`src/rtl/cst_pkg.sv`:
```
package cst_pkg;
  localparam int DLY_W = 8;

  localparam logic [DLY_W-1:0] RST_SETUP = 8'd6;
  localparam logic [DLY_W-1:0] RST_OFF   = 8'd4;
  localparam logic [DLY_W-1:0] RST_HOLD  = 8'd6;
  localparam logic [DLY_W-1:0] RST_HIGH  = 8'd6;

  typedef enum logic [2:0] {
    ST_IDLE,
    ST_SETUP,
    ST_ACTIVE,
    ST_OPEN,
    ST_HOLD,
    ST_CLKOFF,
    ST_CSHIGH
  } cst_state_e;
endpackage

```
`src/rtl/cst_cfg_reg.sv`:
```
module cst_cfg_reg
  import cst_pkg::*;
(
  input  logic             clk,
  input  logic             rst_n,
  input  logic             wr,
  input  logic [31:0]      wdata,
  output logic [DLY_W-1:0] setup_d,
  output logic [DLY_W-1:0] off_d,
  output logic [DLY_W-1:0] hold_d,
  output logic [DLY_W-1:0] high_d
);
  logic unused_bits;
  assign unused_bits = ^{wdata[7:4], wdata[15:12], wdata[23:20]};

  always_ff @(posedge clk or negedge rst_n) begin
    if (!rst_n) begin
      setup_d <= RST_SETUP;
      off_d   <= RST_OFF;
      hold_d  <= RST_HOLD;
      high_d  <= RST_HIGH;
    end else if (wr) begin
      setup_d <= {4'b0, wdata[3:0]};
      off_d   <= {4'b0, wdata[11:8]};
      hold_d  <= {4'b0, wdata[19:16]};
      high_d  <= wdata[31:24];
    end
  end
endmodule

```
`src/rtl/cst_delay_cnt.sv`:
```
module cst_delay_cnt #(
  parameter int W = 8
) (
  input  logic         clk,
  input  logic         rst_n,
  input  logic         load,
  input  logic [W-1:0] load_val,
  output logic         expired
);
  logic [W-1:0] cnt_q;

  always_ff @(posedge clk or negedge rst_n) begin
    if (!rst_n)            cnt_q <= '0;
    else if (load)         cnt_q <= load_val;
    else if (cnt_q != '0)  cnt_q <= cnt_q - W'(1);
  end

  // a period of value D lasts max(D,1) cycles
  assign expired = (cnt_q <= W'(1));
endmodule

```
`src/rtl/cst_cs_decode.sv`:
```
module cst_cs_decode #(
  parameter int NUM_CS = 2,
  parameter int SEL_W  = 2
) (
  input  logic              active,
  input  logic [SEL_W-1:0]  sel,
  output logic [NUM_CS-1:0] cs_n
);
  for (genvar i = 0; i < NUM_CS; i++) begin : g_cs
    assign cs_n[i] = ~(active && (sel == SEL_W'(i)));
  end
endmodule

```
`src/rtl/cs_timing_ctrl.sv`:
```
module cs_timing_ctrl
  import cst_pkg::*;
#(
  parameter int NUM_CS = 2,
  parameter int SEL_W  = 2,
  parameter int UNIT_W = 16
) (
  input  logic              clk,
  input  logic              rst_n,
  input  logic              cfg_wr,
  input  logic [31:0]       cfg_wdata,
  input  logic [SEL_W-1:0]  cs_select,
  input  logic [UNIT_W-1:0] grp_units,
  input  logic              grp_close,
  input  logic              start_req,
  input  logic              stop_req,
  input  logic              unit_done,
  output logic              begin_unit,
  output logic [NUM_CS-1:0] cs_n,
  output logic              busy
);
  logic [DLY_W-1:0] setup_d, off_d, hold_d, high_d;
  logic [DLY_W-1:0] dly_val;
  logic             dly_ld, dly_exp;

  cst_state_e        state_q, nxt;
  logic              inflight_q, close_q, stop_pend_q, pend_q, pend_close_q;
  logic [UNIT_W-1:0] rem_q, pend_units_q;
  logic [SEL_W-1:0]  sel_q, pend_sel_q;

  cst_cfg_reg u_cfg (
    .clk, .rst_n, .wr(cfg_wr), .wdata(cfg_wdata),
    .setup_d, .off_d, .hold_d, .high_d
  );

  cst_delay_cnt #(.W(DLY_W)) u_dly (
    .clk, .rst_n, .load(dly_ld), .load_val(dly_val), .expired(dly_exp)
  );

  logic cs_act;
  assign cs_act = (state_q == ST_SETUP) || (state_q == ST_ACTIVE) ||
                  (state_q == ST_OPEN)  || (state_q == ST_HOLD)   ||
                  (state_q == ST_CLKOFF);

  cst_cs_decode #(.NUM_CS(NUM_CS), .SEL_W(SEL_W)) u_dec (
    .active(cs_act), .sel(sel_q), .cs_n(cs_n)
  );

  logic stop_now, pend_now, grp_end, cshigh_exit, late_phase;
  logic take_live, take_fresh, take_pend, pend_set;

  assign stop_now    = stop_pend_q | stop_req;
  assign pend_now    = pend_q | start_req;
  assign begin_unit  = (state_q == ST_ACTIVE) && !inflight_q && !stop_now &&
                       (rem_q != '0);
  assign grp_end     = (state_q == ST_ACTIVE) && (!inflight_q || unit_done) &&
                       (stop_now || (rem_q == '0));
  assign cshigh_exit = (state_q == ST_CSHIGH) && dly_exp;
  assign late_phase  = (state_q == ST_HOLD) || (state_q == ST_CLKOFF) ||
                       (state_q == ST_CSHIGH);
  assign take_fresh  = start_req && (((state_q == ST_IDLE)) ||
                                     (cshigh_exit && !pend_q));
  assign take_live   = take_fresh || ((state_q == ST_OPEN) && start_req && !stop_req);
  assign take_pend   = cshigh_exit && pend_q;
  assign pend_set    = !pend_q && start_req && late_phase && !cshigh_exit;
  assign busy        = (state_q != ST_IDLE);

  always_comb begin
    nxt     = state_q;
    dly_ld  = 1'b0;
    dly_val = '0;
    unique case (state_q)
      ST_IDLE: if (start_req) begin
        nxt = ST_SETUP; dly_ld = 1'b1; dly_val = setup_d;
      end
      ST_SETUP: if (dly_exp) nxt = ST_ACTIVE;
      ST_ACTIVE: if (grp_end) begin
        if (stop_now || close_q) begin
          nxt = ST_HOLD; dly_ld = 1'b1; dly_val = hold_d;
        end else begin
          nxt = ST_OPEN;
        end
      end
      ST_OPEN: begin
        if (stop_req) begin
          nxt = ST_HOLD; dly_ld = 1'b1; dly_val = hold_d;
        end else if (start_req) begin
          nxt = ST_ACTIVE;
        end
      end
      ST_HOLD: if (dly_exp) begin
        nxt = ST_CLKOFF; dly_ld = 1'b1; dly_val = off_d;
      end
      ST_CLKOFF: if (dly_exp) begin
        nxt = ST_CSHIGH; dly_ld = 1'b1; dly_val = high_d;
      end
      ST_CSHIGH: if (dly_exp) begin
        if (pend_now) begin
          nxt = ST_SETUP; dly_ld = 1'b1; dly_val = setup_d;
        end else begin
          nxt = ST_IDLE;
        end
      end
      default: nxt = ST_IDLE;
    endcase
  end

  always_ff @(posedge clk or negedge rst_n) begin
    if (!rst_n) begin
      state_q      <= ST_IDLE;
      inflight_q   <= 1'b0;
      rem_q        <= '0;
      close_q      <= 1'b0;
      sel_q        <= '0;
      stop_pend_q  <= 1'b0;
      pend_q       <= 1'b0;
      pend_units_q <= '0;
      pend_close_q <= 1'b0;
      pend_sel_q   <= '0;
    end else begin
      state_q <= nxt;

      if (begin_unit)     inflight_q <= 1'b1;
      else if (unit_done) inflight_q <= 1'b0;

      if (take_live) begin
        rem_q   <= grp_units;
        close_q <= grp_close;
      end else if (take_pend) begin
        rem_q   <= pend_units_q;
        close_q <= pend_close_q;
      end else if (begin_unit) begin
        rem_q   <= rem_q - UNIT_W'(1);
      end

      if (take_fresh)     sel_q <= cs_select;
      else if (take_pend) sel_q <= pend_sel_q;

      if (pend_set) begin
        pend_q       <= 1'b1;
        pend_units_q <= grp_units;
        pend_close_q <= grp_close;
        pend_sel_q   <= cs_select;
      end else if (take_pend) begin
        pend_q <= 1'b0;
      end

      if ((state_q == ST_ACTIVE) && (nxt != ST_ACTIVE))
        stop_pend_q <= 1'b0;
      else if (stop_req && ((state_q == ST_SETUP) || (state_q == ST_ACTIVE)))
        stop_pend_q <= 1'b1;
    end
  end
endmodule

```
`config.mk`:
```
export PLATFORM = sky130hd
export DESIGN_NAME = cs_timing_ctrl
export DESIGN_NICKNAME = d
export VERILOG_FILES = /design/src/rtl/cst_pkg.sv /design/src/rtl/cst_cfg_reg.sv /design/src/rtl/cst_delay_cnt.sv /design/src/rtl/cst_cs_decode.sv /design/src/rtl/cs_timing_ctrl.sv
export SDC_FILE = /design/constraint.sdc
export NUM_CORES = 1
export LEC_CHECK = 0
export BUFFER_PORTS_ARGS = -buffer_cell sky130_fd_sc_hd__buf_2
export CAP_MARGIN = 5
export CORE_MARGIN = 5
export CORE_UTILIZATION = 61
export CTS_CLUSTER_SIZE = 20
export DETAILED_ROUTE_END_ITERATION = 10
export HOLD_SLACK_MARGIN = 0.06
export PLACE_DENSITY = 0.85
export SLEW_MARGIN = 20
export SYNTH_ARGS = -nofsm -noshare
export SYNTH_HDL_FRONTEND = slang
export SYNTH_SLANG_ARGS = --single-unit
```
`constraint.sdc`:
```
create_clock -name clk -period 4.1 [get_ports clk]
set_input_delay 0.205 -clock clk [delete_from_list [all_inputs] [get_ports clk]]
set_output_delay 0.205 -clock clk [all_outputs]
set_load 0.01 [all_outputs]
```
==> results.py <==
metrics = {
    "hold_path": {
        "hold_depth": 2,
        "hp-class": "input pin to flip-flop",
        "min_from": "cfg_wdata[19]",
        "whs_endpoint": "u_cfg.hold_d[3]$_DFFE_PN0P_",
    },
    "floorplan": {
        "rows": 29,
        "dieArea_um2": 8210,
        "die_x_um": 90.6,
        "core_area_um2": 6350,
        "initial_core_util_pct": 62.4,
        "num_io_pins": 61,
        "die-height_um": 90.6,
    },
    "detailed_routing": {
        "drc": 0,
        "wirelength_um": 8800,
        "wl_per_cell_um": 17.0,
        "vias": 3267,
        "drt_iter0_drc": 231,
        "dr.pass1.iters": 5,
        "via_per_inst": 6.32,
        "drt.antenna.violating_nets": 0,
    },
    "setup_path": {
        "worst_r2r_endpoint": "rem_q[0]$_DFFE_PN0P_",
        "crit_top_cell": "or4_4",
        "worst-r2r-cell-count": 5,
        "cp.arrival_ps": 3160,
        "crit_cells": 5,
        "crit_type": "flip-flop to flip-flop",
        "cpPeakStageDelay_ps": 590,
        "path_buf_inv": 0,
        "reg2reg_from": "u_dly.cnt_q[3]$_DFFE_PN0P_",
        "cp_top_family": "simple AND/OR/NAND/NOR gates",
        "critical_path.cell_chain": "or4_4 > or4_4 > o21ai_4 > or2_1 > a32oi_1",
        "rrSetupSlack_ps": 1140,
        "crit_fanout": 17,
        "critPathLaunchType": "flip-flop",
        "cp_slowest_cell": "or4_4",
        "cp-end-kind": "flip-flop",
        "required_ps": 4300,
    },
    "global_routing": {
        "grt_util_all_layers_pct": 22.7,
        "grt_antenna_before_repair": 0,
        "grt_max_degree": 44,
        "first_global_vias": 3376,
        "overflow": 0,
        "grt_pass1_wl_um": 15500,
    },
    "timing": {
        "fin_ws_ps": 1140,
        "fin_tns_setup_ps": 0,
        "setup_viol": 0,
        "finalClockSkew_ps": 11.3,
        "report.final.slew_viol_count": 0,
        "hold_viol": 0,
        "min_period_over_period_pct": 72.2,
        "rsz0062_at_grt": "false",
        "fmax_mhz": 338,
        "slew-limit-headroom_pct": 38.6,
        "worstMarginPinSlew_ps": 921,
        "final.min_clock_period_ps": 2960,
    },
    "power": {
        "leakagePower_nw": 1.96,
        "power_w": 0.00300,
        "power-per-cell-area_nw_per_um2": 672,
        "ir_drop_mv": 0.378,
    },
    "synth": {
        "synth_async_sr_flop_share_pct": 100,
        "synth_ff_type": "dfrtp_1",
        "yosysWarnings": 0,
        "synth.distinct_cells": 62,
        "ys_ff_latch": 72,
        "yosysSeqAreaShare_pct": 45.7,
        "synth-edff-count": 0,
        "synth_nets": 453,
        "postSynthCellCount": 392,
        "netlist_area_um2": 3960,
        "avgSynthCellArea_um2": 10.1,
    },
    "clock_network": {
        "h-tree-depth": 3,
        "cts_made_buffers": 9,
        "post_cts_buffers": 0,
        "clock_path_buffers": 2,
        "cts.reportedPaths.clkPinSlew_ps": 80,
        "clkLatencyLatePin_ps": 350,
        "cts_tree": "yes",
        "root_buffer": "clkbuf_8",
        "clock_sinks": 72,
    },
    "final_layout": {
        "drive_above_1_share_pct": 29.1,
        "ff_latch_area_um2": 1810,
        "final_common_cell": "dfrtp_1",
        "fillerInstances": 473,
        "mostFrequentLayoutCells": "dfrtp_1 (65), buf_2 (48), mux2_2 (41)",
        "final_core_util_pct": 70.3,
        "antenna_cells": 0,
        "syn_to_final_growth_pct": 12.6,
        "final_area_um2": 4460,
        "multi_input_area_um2": 1980,
        "fin_nets": 496,
    },
    "outcome": {
        "status": "finished, final reports clean",
    },
    "placement": {
        "gp_congestion": 0.859,
        "portBuffers": 48,
        "dp_hpwl_um": 6010,
        "placed_cell_area_um2": 4210,
        "place_ws_ps": 1170,
    },
    "job": {
        "max_cap_violations": 0,
    },
}
-- power by group --
| group | internal (W) | switching, W |
|---|---|---|
| Sequential | 0.000971 | 0.000291 |
| Combinational | 0.000544 | 0.000556 |
| Clock | 0.000348 | 0.000288 |
-- what timing repair did --
action | 4_1_cts | 5_1_grt
hold buffers | 3 | 0
gates resized for setup | 0 | 0
endpoints found under the hold margin | 37 | 0
endpoints found under the setup margin | 0 | 0
-- worst reg2reg max path, stage by stage, from the launching register on --
cell	delay (ps)
dfrtp_1	450
or4_4	590
or4_4	580
o21ai_4	430
or2_1	570
a32oi_1	190
-- worst max-delay path by stage --
stage                               start  slack [ps]                    end
5_1_grt        u_dly.cnt_q[3]$_DFFE_PN0P_        1010   rem_q[4]$_DFFE_PN0P_
3_5_place_dp   u_dly.cnt_q[3]$_DFFE_PN0P_        1170   rem_q[0]$_DFFE_PN0P_
3_3_place_gp   u_dly.cnt_q[3]$_DFFE_PN0P_        1220   rem_q[0]$_DFFE_PN0P_
2_1_floorplan  u_dly.cnt_q[3]$_DFFE_PN0P_        1810  rem_q[10]$_DFFE_PN0P_
4_1_cts        u_dly.cnt_q[3]$_DFFE_PN0P_        1150   rem_q[0]$_DFFE_PN0P_
6_report       u_dly.cnt_q[3]$_DFFE_PN0P_        1140   rem_q[0]$_DFFE_PN0P_
-- routing by layer --
| metal | global-route usage (%) | vias up | share of wire [%] |
|---|---|---|---|
| met5 | 0 | - | 0 |
| met4 | 10.2 | 0 | 1.9 |
| met3 | 5.58 | 19 | 6.1 |
| met2 | 37.0 | 126 | 50 |
| met1 | 28.5 | 1575 | 42 |
| li1 | - | 1547 | - |
-- synthesized netlist by cell type (4+ instances only) --
library cell	number	area share, %
o211ai_1	9	1.7
nand2b_1	4	0.63
a21oi_1	8	1.0
a31oi_1	16	2.5
o21ai_0	12	1.5
buf_2	7	0.88
clkbuf_1	6	0.57
nor3_1	22	2.8
nor4_1	7	1.1
a211o_1	8	1.8
o31ai_1	4	0.76
or4_1	4	0.76
nand3_1	16	2.0
buf_1	5	0.47
nor2_1	24	2.3
xnor2_1	12	2.7
dfstp_2	7	4.6
nand2_1	37	3.5
mux2_2	41	12
inv_1	12	1.1
dfrtp_1	65	41
o22ai_1	4	0.63
ha_1	4	1.3
-- cells by family (layout without fill, tap and decap cells) --
group	Yosys count	in the layout	synth area share, %
xor+xnor	15	15	3.32
simple gates	139	139	18.0
compound gates	85	85	15.6
fa+ha+maj	4	4	1.26
flops	72	72	45.7
buf+inv	35	83	4.23
mux	42	42	11.9
-- flip-flops by register name (all words and copies together) (netlist names), 3 cells and up --
name and cells:
u_dly.cnt_q 8, u_cfg.high_d 8, pend_units_q 16, u_cfg.hold_d 4, u_cfg.off_d 4, rem_q 16, u_cfg.setup_d 4, state_q 3
-- through the flow --
stage,hold WS (ps),cells
final,77.8,517
after global placement,391,498
after CTS,64.5,517
after global routing,64.2,517
after floorplan,-90.6,392
after detailed placement,393,498
-- layout make-up --
| class | count | share of cell area, % |
|---|---|---|
| Clock buffer | 9 | 2.78 |
| Tap cell | 77 | 2.16 |
| Inverter | 12 | 1.01 |
| Timing Repair Buffer | 55 | 6.73 |
| Multi-Input combinational cell | 285 | 44.5 |
| Clock inverter | 7 | 2.27 |
| Sequential cell | 72 | 40.6 |
Power figures use the tool's default switching activity.
